==> src/rtl/dpwm_pkg.sv <==
package dpwm_pkg;
  localparam int FIELD_W   = 4;
  localparam int CH_STRIDE = 8;
  localparam int ADR_CTRL  = 'h00;
  localparam int ADR_SEL   = 'h04;
  localparam int ADR_CW_HI = 'h08;
  localparam int ADR_CW_LO = 'h0C;
  localparam int ADR_ON    = 'h18;
  localparam int ADR_PER   = 'h1C;

  // bit order matches the control field layout
  typedef struct packed {
    logic odrain;
    logic force_hi;
    logic dis;
    logic run;
  } ch_ctrl_t;

  function automatic logic [31:0] dis_mask(int n);
    logic [31:0] m;
    m = '0;
    for (int i = 0; i < n; i++) m[i*FIELD_W+1] = 1'b1;
    return m;
  endfunction
endpackage

==> src/rtl/dpwm_regs.sv <==
module dpwm_regs
  import dpwm_pkg::*;
#(
  parameter int NUM_CH = 2,
  parameter int CNT_W  = 8,
  parameter int DATA_W = 8,
  parameter int ADDR_W = 6
) (
  input  logic                                clk_i,
  input  logic                                rst_ni,
  input  logic                                wr_en_i,
  input  logic [ADDR_W-1:0]                   addr_i,
  input  logic [DATA_W-1:0]                   wdata_i,
  output logic [DATA_W-1:0]                   rdata_o,
  output ch_ctrl_t [NUM_CH-1:0]               ctrl_o,
  output logic [NUM_CH-1:0]                   pwm_sel_o,
  output logic [NUM_CH-1:0][2*DATA_W-1:0]     cword_o,
  output logic [NUM_CH-1:0][CNT_W-1:0]        on_o,
  output logic [NUM_CH-1:0][CNT_W-1:0]        per_o
);
  localparam int CTRL_W = NUM_CH * FIELD_W;
  localparam logic [CTRL_W-1:0] CTRL_RST = CTRL_W'(dis_mask(NUM_CH));

  function automatic logic [ADDR_W-1:0] ch_addr(int base, int c);
    return ADDR_W'(base + c * CH_STRIDE);
  endfunction

  logic [CTRL_W-1:0] ctrl_q;
  logic [NUM_CH-1:0] sel_q;
  logic [NUM_CH-1:0][DATA_W-1:0] hi_q, lo_q;
  logic [NUM_CH-1:0][CNT_W-1:0]  on_q, per_q;

  wire ctrl_hit = wr_en_i && (addr_i == ADDR_W'(ADR_CTRL));
  wire sel_hit  = wr_en_i && (addr_i == ADDR_W'(ADR_SEL));

  always_ff @(posedge clk_i or negedge rst_ni) begin
    if (!rst_ni)       ctrl_q <= CTRL_RST;
    else if (ctrl_hit) ctrl_q <= wdata_i[CTRL_W-1:0];
  end

  for (genvar c = 0; c < NUM_CH; c++) begin : g_ch
    wire hi_hit  = wr_en_i && (addr_i == ch_addr(ADR_CW_HI, c));
    wire lo_hit  = wr_en_i && (addr_i == ch_addr(ADR_CW_LO, c));
    wire on_hit  = wr_en_i && (addr_i == ch_addr(ADR_ON, c));
    wire per_hit = wr_en_i && (addr_i == ch_addr(ADR_PER, c));

    always_ff @(posedge clk_i or negedge rst_ni) begin
      if (!rst_ni) begin
        sel_q[c] <= 1'b0;
        hi_q[c]  <= '0;
        lo_q[c]  <= '0;
        on_q[c]  <= '0;
        per_q[c] <= '0;
      end else begin
        if (sel_hit) sel_q[c] <= wdata_i[c*FIELD_W];
        if (hi_hit)  hi_q[c]  <= wdata_i;
        if (lo_hit)  lo_q[c]  <= wdata_i;
        if (on_hit)  on_q[c]  <= wdata_i[CNT_W-1:0];
        if (per_hit) per_q[c] <= wdata_i[CNT_W-1:0];
      end
    end

    assign ctrl_o[c]    = ch_ctrl_t'(ctrl_q[c*FIELD_W +: FIELD_W]);
    assign pwm_sel_o[c] = sel_q[c];
    assign cword_o[c]   = {hi_q[c], lo_q[c]};
    assign on_o[c]      = on_q[c];
    assign per_o[c]     = per_q[c];
  end

  always_comb begin
    rdata_o = '0;
    if (addr_i == ADDR_W'(ADR_CTRL)) rdata_o = DATA_W'(ctrl_q);
    if (addr_i == ADDR_W'(ADR_SEL)) begin
      for (int c = 0; c < NUM_CH; c++) rdata_o[c*FIELD_W] = sel_q[c];
    end
    for (int c = 0; c < NUM_CH; c++) begin
      if (addr_i == ch_addr(ADR_CW_HI, c)) rdata_o = hi_q[c];
      if (addr_i == ch_addr(ADR_CW_LO, c)) rdata_o = lo_q[c];
      if (addr_i == ch_addr(ADR_ON, c))    rdata_o = DATA_W'(on_q[c]);
      if (addr_i == ch_addr(ADR_PER, c))   rdata_o = DATA_W'(per_q[c]);
    end
  end


  ctrl_wr_chk: assert property (@(posedge clk_i) disable iff (!rst_ni)
    ctrl_hit |=> ctrl_q == $past(wdata_i[CTRL_W-1:0]));

  ctrl_hold_chk: assert property (@(posedge clk_i) disable iff (!rst_ni)
    !ctrl_hit |=> $stable(ctrl_q));
endmodule

==> src/rtl/dpwm_chan.sv <==
module dpwm_chan #(
  parameter int CNT_W = 8
) (
  input  logic             clk_i,
  input  logic             rst_ni,
  input  logic             run_i,
  input  logic             tick_i,
  input  logic [CNT_W-1:0] on_i,
  input  logic [CNT_W-1:0] per_i,
  output logic             pwm_o
);
  logic [CNT_W-1:0] cnt_q, on_act_q, per_act_q;

  wire wrap = (cnt_q == per_act_q);
  // shadow values reload at a period boundary or while stopped
  wire load = !run_i || (tick_i && wrap);

  always_ff @(posedge clk_i or negedge rst_ni) begin
    if (!rst_ni) begin
      cnt_q     <= '0;
      on_act_q  <= '0;
      per_act_q <= '0;
    end else begin
      if (!run_i)      cnt_q <= '0;
      else if (tick_i) cnt_q <= wrap ? '0 : cnt_q + 1'b1;
      if (load) begin
        on_act_q  <= on_i;
        per_act_q <= per_i;
      end
    end
  end

  assign pwm_o = run_i && (cnt_q < on_act_q);


  cnt_bound_chk: assert property (@(posedge clk_i) disable iff (!rst_ni)
    cnt_q <= per_act_q);

  no_tick_hold_chk: assert property (@(posedge clk_i) disable iff (!rst_ni)
    run_i && !tick_i |=> $stable(cnt_q));

  stop_clear_chk: assert property (@(posedge clk_i) disable iff (!rst_ni)
    !run_i |=> cnt_q == '0);

  cfg_hold_chk: assert property (@(posedge clk_i) disable iff (!rst_ni)
    run_i && !(tick_i && wrap) |=> $stable(on_act_q) && $stable(per_act_q));

  full_duty_chk: assert property (@(posedge clk_i) disable iff (!rst_ni)
    run_i && (on_act_q > per_act_q) |-> pwm_o);

  zero_duty_chk: assert property (@(posedge clk_i) disable iff (!rst_ni)
    on_act_q == '0 |-> !pwm_o);
endmodule

==> src/rtl/dpwm_pad.sv <==
module dpwm_pad
  import dpwm_pkg::*;
(
  input  ch_ctrl_t ctrl_i,
  input  logic     sel_i,
  input  logic     pwm_i,
  input  logic     vf_i,
  output logic     pin_o,
  output logic     oe_o
);
  logic src, lvl;

  always_comb begin
    src   = sel_i ? pwm_i : vf_i;
    lvl   = ctrl_i.force_hi | src;
    // open drain: only ever pull low
    pin_o = !ctrl_i.odrain && lvl;
    oe_o  = !ctrl_i.dis && (!ctrl_i.odrain || !lvl);
  end
endmodule

==> src/rtl/dpwm_top.sv <==
module dpwm_top
  import dpwm_pkg::*;
#(
  parameter int NUM_CH = 2,
  parameter int CNT_W  = 8,
  parameter int DATA_W = 8,
  parameter int ADDR_W = 6
) (
  input  logic                       clk_i,
  input  logic                       rst_ni,
  input  logic                       wr_en_i,
  input  logic [ADDR_W-1:0]          addr_i,
  input  logic [DATA_W-1:0]          wdata_i,
  output logic [DATA_W-1:0]          rdata_o,
  input  logic [NUM_CH-1:0]          tick_i,
  input  logic [NUM_CH-1:0]          vf_i,
  output logic [NUM_CH*2*DATA_W-1:0] cword_o,
  output logic [NUM_CH-1:0]          pin_o,
  output logic [NUM_CH-1:0]          oe_o
);
  ch_ctrl_t [NUM_CH-1:0]               ctrl_w;
  logic [NUM_CH-1:0]                   sel_w, pwm_w;
  logic [NUM_CH-1:0][2*DATA_W-1:0]     cword_w;
  logic [NUM_CH-1:0][CNT_W-1:0]        on_w, per_w;

  dpwm_regs #(
    .NUM_CH(NUM_CH), .CNT_W(CNT_W), .DATA_W(DATA_W), .ADDR_W(ADDR_W)
  ) u_regs (
    .clk_i, .rst_ni, .wr_en_i, .addr_i, .wdata_i, .rdata_o,
    .ctrl_o(ctrl_w), .pwm_sel_o(sel_w), .cword_o(cword_w),
    .on_o(on_w), .per_o(per_w)
  );

  assign cword_o = cword_w;

  for (genvar c = 0; c < NUM_CH; c++) begin : g_ch
    dpwm_chan #(.CNT_W(CNT_W)) u_chan (
      .clk_i, .rst_ni,
      .run_i (ctrl_w[c].run),
      .tick_i(tick_i[c]),
      .on_i  (on_w[c]),
      .per_i (per_w[c]),
      .pwm_o (pwm_w[c])
    );

    dpwm_pad u_pad (
      .ctrl_i(ctrl_w[c]),
      .sel_i (sel_w[c]),
      .pwm_i (pwm_w[c]),
      .vf_i  (vf_i[c]),
      .pin_o (pin_o[c]),
      .oe_o  (oe_o[c])
    );


    dis_oe_chk: assert property (@(posedge clk_i) disable iff (!rst_ni)
      ctrl_w[c].dis |-> !oe_o[c]);

    od_pin_chk: assert property (@(posedge clk_i) disable iff (!rst_ni)
      ctrl_w[c].odrain |-> !pin_o[c]);

    force_chk: assert property (@(posedge clk_i) disable iff (!rst_ni)
      ctrl_w[c].force_hi && !ctrl_w[c].odrain |-> pin_o[c]);

    stop_low_chk: assert property (@(posedge clk_i) disable iff (!rst_ni)
      !ctrl_w[c].run && sel_w[c] && !ctrl_w[c].force_hi && !ctrl_w[c].odrain
      |-> !pin_o[c]);
  end
endmodule

==> config.mk <==
export PLATFORM = sky130hd
export DESIGN_NAME = dpwm_top
export DESIGN_NICKNAME = d
export VERILOG_FILES = /design/src/rtl/dpwm_pkg.sv /design/src/rtl/dpwm_regs.sv /design/src/rtl/dpwm_chan.sv /design/src/rtl/dpwm_pad.sv /design/src/rtl/dpwm_top.sv
export SDC_FILE = /design/constraint.sdc
export NUM_CORES = 1
export LEC_CHECK = 0
export ABC_CLOCK_PERIOD_IN_PS = 5800
export BUFFER_PORTS_ARGS = -buffer_cell sky130_fd_sc_hd__clkbuf_2
export CAP_MARGIN = 0
export CORE_MARGIN = 3
export CORE_UTILIZATION = 58
export DETAILED_ROUTE_END_ITERATION = 16
export HOLD_SLACK_MARGIN = 0.03
export PLACE_DENSITY = 0.79
export SLEW_MARGIN = 0
export SYNTH_ARGS = -nofsm -noshare
export SYNTH_HDL_FRONTEND = slang
export SYNTH_SLANG_ARGS = --single-unit
==> constraint.sdc <==
create_clock -name clk_i -period 5.8 [get_ports clk_i]
set_input_delay 1.16 -clock clk_i [delete_from_list [all_inputs] [get_ports clk_i]]
set_output_delay 1.16 -clock clk_i [all_outputs]
set_load 0.02 [all_outputs]
* Yosys cells after proc, flatten, opt, wreduce, memory -nomap -nowiden
Cells that the tools add are included.
Word-level totals: register bits after elaboration 122
Operators by class: add/subtract/negate cells 2, $lt $le $gt $ge 2, equality and inequality tests 13, muxes and demuxes 19, bitwise gates (word level) 2, reductions and logical operators 31
Operators by type and width (number):
- 2-to-1 mux 8 bit | 15
- equality test 6 x 5 -> 1 bit (second input constant) | 4
- logical AND 1 bit | 18
- adder 8 x 1 -> 8 bit (second input constant) | 2
- equality test 8 bit | 2
- < comparator 8 bit | 2
- equality test 6 x 4 -> 1 bit (second input constant) | 2
- equality test 6 bit (second input constant) | 2
- zero test 1 bit | 8
- equality test 6 x 3 -> 1 bit (second input constant) | 1
- zero test 6 bit | 1
- logical OR 1 bit | 4
- 2-to-1 mux 1 bit | 4
- != test 2 bit (second input constant) | 2
- OR 1 bit | 2

* Logic depth before layout (Yosys ltp)
depth in word-level cells 11, depth in mapped cells 8, depth with buffers taken out 7

* Cells and area by module
A second synthesis with hierarchy kept.
Unflattened totals: cells, all modules 540, area total of the unflattened synthesis 6478.7 µm²
By module, submodules not included:
- dpwm_regs | instances 1, cells each 284, area each 3595.9 µm²
- dpwm_chan | instances 2, cells each 123, area each 1410.1 µm²
- dpwm_pad | instances 2, cells each 5, area each 31.3 µm²

* Worst setup path after synthesis
OpenSTA, ideal clock, no wires.
path type input-to-output, start input port addr_i[1], end output port rdata_o[3], arrival 2.834 ns, required time 4.640 ns, setup slack 1.806 ns, stages 6, cell sequence buf_2 or4b_1 buf_4 a211oi_1 a21oi_1 o31ai_1
On the way: cells in the longest elaborated chain, start to end 10, elaborated cells between the ends (all ways) 18
Ends and longest elaborated chain:
- from (decl) | line dpwm_top.sv:12 | input logic [ADDR_W-1:0] addr_i,
- zero test 6 bit | line dpwm_regs.sv:72 | if (addr_i == ADDR_W'(ADR_CTRL)) rdata_o = DATA_W'(ctrl_q);
- 2-to-1 mux 8 bit | line dpwm_regs.sv:72
- 2-to-1 mux 8 bit | line dpwm_regs.sv:77 | if (addr_i == ch_addr(ADR_CW_HI, c)) rdata_o = hi_q[c];
- 2-to-1 mux 8 bit | line dpwm_regs.sv:78 | if (addr_i == ch_addr(ADR_CW_LO, c)) rdata_o = lo_q[c];
- 2-to-1 mux 8 bit | line dpwm_regs.sv:79 | if (addr_i == ch_addr(ADR_ON, c)) rdata_o = DATA_W'(on_q[c]);
- 2-to-1 mux 8 bit | line dpwm_regs.sv:80 | if (addr_i == ch_addr(ADR_PER, c)) rdata_o = DATA_W'(per_q[c]);
- 2-to-1 mux 8 bit | line dpwm_regs.sv:77
- 2-to-1 mux 8 bit | line dpwm_regs.sv:78
- 2-to-1 mux 8 bit | line dpwm_regs.sv:79
- 2-to-1 mux 8 bit (*) | line dpwm_regs.sv:80
- to (decl) | line dpwm_top.sv:14 | output logic [DATA_W-1:0] rdata_o,
Mark *: on every way between the ends. The rest lies on a longest branch, timed or not.

* Worst setup path after layout
start input port addr_i[2], end output port rdata_o[5]
The elaborated chain is that of the path after synthesis.

==> flow_summary.yaml <==
run_status:
  outcome: "finished, final reports clean"
sta:
  rsz0062_at_grt: "no"
  final_hold_viol_count: 0
  period_share_pct: 74.7
  fin_setup_tns_ns: 0
  post-route-min-period_ns: 4.33
  slew_viol_final: 0
  worstMarginPinSlew_ns: 1.12
  finalClockSkew_ns: 0.00759
  final-setup-viol-count: 0
  slew_headroom_pct: 23.6
  setup_ws_ns: 1.47
  fmax_mhz: 231
worst_setup_path:
  critPathMaxFanout: 27
  r2r_start: "g_ch[1].u_chan.cnt_q[3]"
  cp.required_ns: 4.64
  max_stage_delay_ns: 0.73
  critical_path.most_common_cell: "clkbuf_2"
  critPathSlowestCell: "nor2_1"
  arrival_ns: 3.17
  worst-r2r-cell-count: 5
  cp-end-kind: "output pin"
  crit_type: "in -> out"
  timing.rr.end: "g_ch[1].u_chan.on_act_q[1]"
  path_cells: "clkbuf_2 > nor2_1 > a221oi_1 > a21oi_1 > nand2_1 > a41oi_1 > clkbuf_2"
  startpoint_type: "primary input"
  r2r_setup_slack_ns: 3.25
pwr:
  fin_total_pwr_mw: 2.44
  p_int_mw: 1.73
  switchingPower_mw: 0.708
  pwr-share-clk_pct: 39.2
  swShare_pct: 29.0
  pwr-share-comb_pct: 16.8
  p_seq_share_pct: 44.0
  power_density_mw_per_mm2: 338
  leakagePower_nw: 3.57
  ir_drop_uv: 219
worst_hold_path:
  hold_class: "reg -> reg"
  hp-start: "g_ch[0].u_chan.on_act_q[0]"
  holdPathStages: 1
  min_to: "g_ch[0].u_chan.on_act_q[0]"
layout:
  syn2layout_area_growth_pct: 13.9
  post-route-util_pct: 69.0
  antennaDiodeCount: 0
  fill_cells: 768
  num-nets-final: 620
  drive_gt1_share_pct: 35.9
  design_area_mm2: 0.00722
floorplan:
  dieArea_mm2: 0.0122
  dieWidth_um: 111
  rows: 37
  core_area_mm2: 0.0105
  die_h_um: 111
  ios: 65
  initial_core_util_pct: 60.5
synthesis:
  synth.most_common_cell: "dfrtp_1"
  ys_seq_area_share_pct: 48.2
  ys.flop_type: "dfrtp_1"
  netlist_area_mm2: 0.00633
  syn_avg_cell_area_um2: 12.1
  synth-edff-count: 0
  yosys-top-cells-count: "dfrtp_1, mux2_2, nand2_1, nor2_1, o21ai_0"
  syn_nets: 561
  synth_top_cell_area_share_pct: 47.4
  yosys_warnings: 0
  syn_inst: 524
  synth_seq_cells: 122
  yosysTopAreaCell: "dfrtp_1"
  ys_top_cells_by_area: "dfrtp_1, mux2_2, mux2_4"
  synthArstFlopShare_pct: 100
  synth.distinct_cells: 59
drt:
  drc: 0
  totalWireLength_um: 15400
  vias_per_cell: 6.25
  vias: 4575
  firstDrtPassIters: 8
  ant_nets: 0
  first_iter_violations: 334
  post_drt_wl_per_cell_um: 21.0
cts:
  cts_buffers: 17
  ctsResizeCount: 0
  cts_tree: "built"
  htreeDepth: 4
  cts_hold_buf: 0
  cts.clk_slew.worst_paths_ns: 0.06
  cts_buffer_depth: 2
  cts_root_buf: "clkbuf_8"
  cts_sinks: 122
  insertion_delay_ns: 0.52
  post_cts.repair.setup_buffers: 0
place:
  dp_hpwl_um: 10700
  dp_slack_ns: 1.55
  port_buffers: 64
  dpl_cell_area_mm2: 0.00668
  gp_congestion: 0.949
global_route:
  antenna_found_initial: 0
  groute.usage.overall_pct: 26.1
  grt_start_max_net_pins: 74
  first_global_vias: 4718
  grt_pass1_wl_um: 25300
  grt_overflow_total: 0
job:
  maxCapViolations: 0
-- layout by cell type (no fill, tap or decap), types with 5 or more instances in the layout --
cell type    n
inv_1       21
nor2b_1      9
clkbuf_16   16
nand2_1     33
o21ai_0     22
mux2_1       8
a211oi_1     6
xor2_1      17
dfrtp_1    120
a222oi_1     5
ha_1        16
and3_1       6
a21oi_1     10
nand3_1     11
clkbuf_2    63
nor2_1      23
and4b_1      7
mux2_4      15
and2_1       5
mux2_2      89
a22o_1       5
-- critical path: cells and delay by family --
family | cells | cell delay (ns)
AOI/OAI and AO/OA | 3 | 0.61
buffers and inverters | 2 | 0.59
and+or+nand+nor | 2 | 0.80
-- power by group through the flow --
stage / combinational (mW) / clock (mW) / sequential, mW
after floorplan: 0.276 / 0 / 1.07
after global placement: 0.393 / 0 / 1.08
after detailed placement: 0.405 / 0 / 1.08
after CTS: 0.412 / 0.963 / 1.07
after global routing: 0.446 / 1.01 / 1.08
final: 0.410 / 0.956 / 1.07
-- state kept, by name, indices dropped and copies added (netlist names) --
signal	flops
u_regs.per_o	16
u_regs.pwm_sel_o	2
u_regs.ctrl_o	8
u_regs.on_o	16
g_ch.u_chan.on_act_q	16
g_ch.u_chan.cnt_q	16
u_regs.cword_o	32
g_ch.u_chan.per_act_q	16
-- stage by stage --
stage	hold slack, ns	std cells
CTS	0.500	732
finish	0.495	732
detailed placement	0.487	700
floorplan	0.471	524
global placement	0.482	700
global route	0.526	732
-- worst max-delay path by stage --
stage	slack, ns	from	endpoint	cells after the start
global route	1.30	addr_i[2]	rdata_o[5]	7
finish	1.47	addr_i[2]	rdata_o[5]	7
global placement	1.62	addr_i[2]	rdata_o[5]	7
detailed placement	1.55	addr_i[2]	rdata_o[2]	5
floorplan	1.81	addr_i[1]	rdata_o[3]	6
CTS	1.53	addr_i[2]	rdata_o[2]	5
-- layer usage --
metal	share of wire [%]	wire (um)	up-vias	global-route usage, %
met5	0	0	-	0
met4	3.4	523	0	9.11
met3	7.6	1170	54	7.40
met2	46	7090	215	40.6
met1	43	6580	2268	35.3
li1	-	-	2038	-
-- cell families after synthesis --
family                     count (synthesis)  share of synthesized area (%)
and+or+nand+nor                          126                           11.9
DFF                                      122                           48.2
muxes                                    115                           21.7
AOI/OAI and AO/OA                         78                           8.49
buffers and inverters                     46                           3.67
xor gates and xnor gates                  21                           2.90
adders and majority gates                 16                           3.16
-- layout make-up --
class | count | area [um2] | share of cell area (%)
inverter | 21 | 78.8 | 1.09
clock inverter | 11 | 97.6 | 1.35
clock buffer | 21 | 439 | 6.08
multi-input combinational | 356 | 3050 | 42.2
sequential | 122 | 3060 | 42.3
tap | 136 | 170 | 2.36
timing repair buffer | 65 | 330 | 4.58
Power figures use the tool's default switching activity.
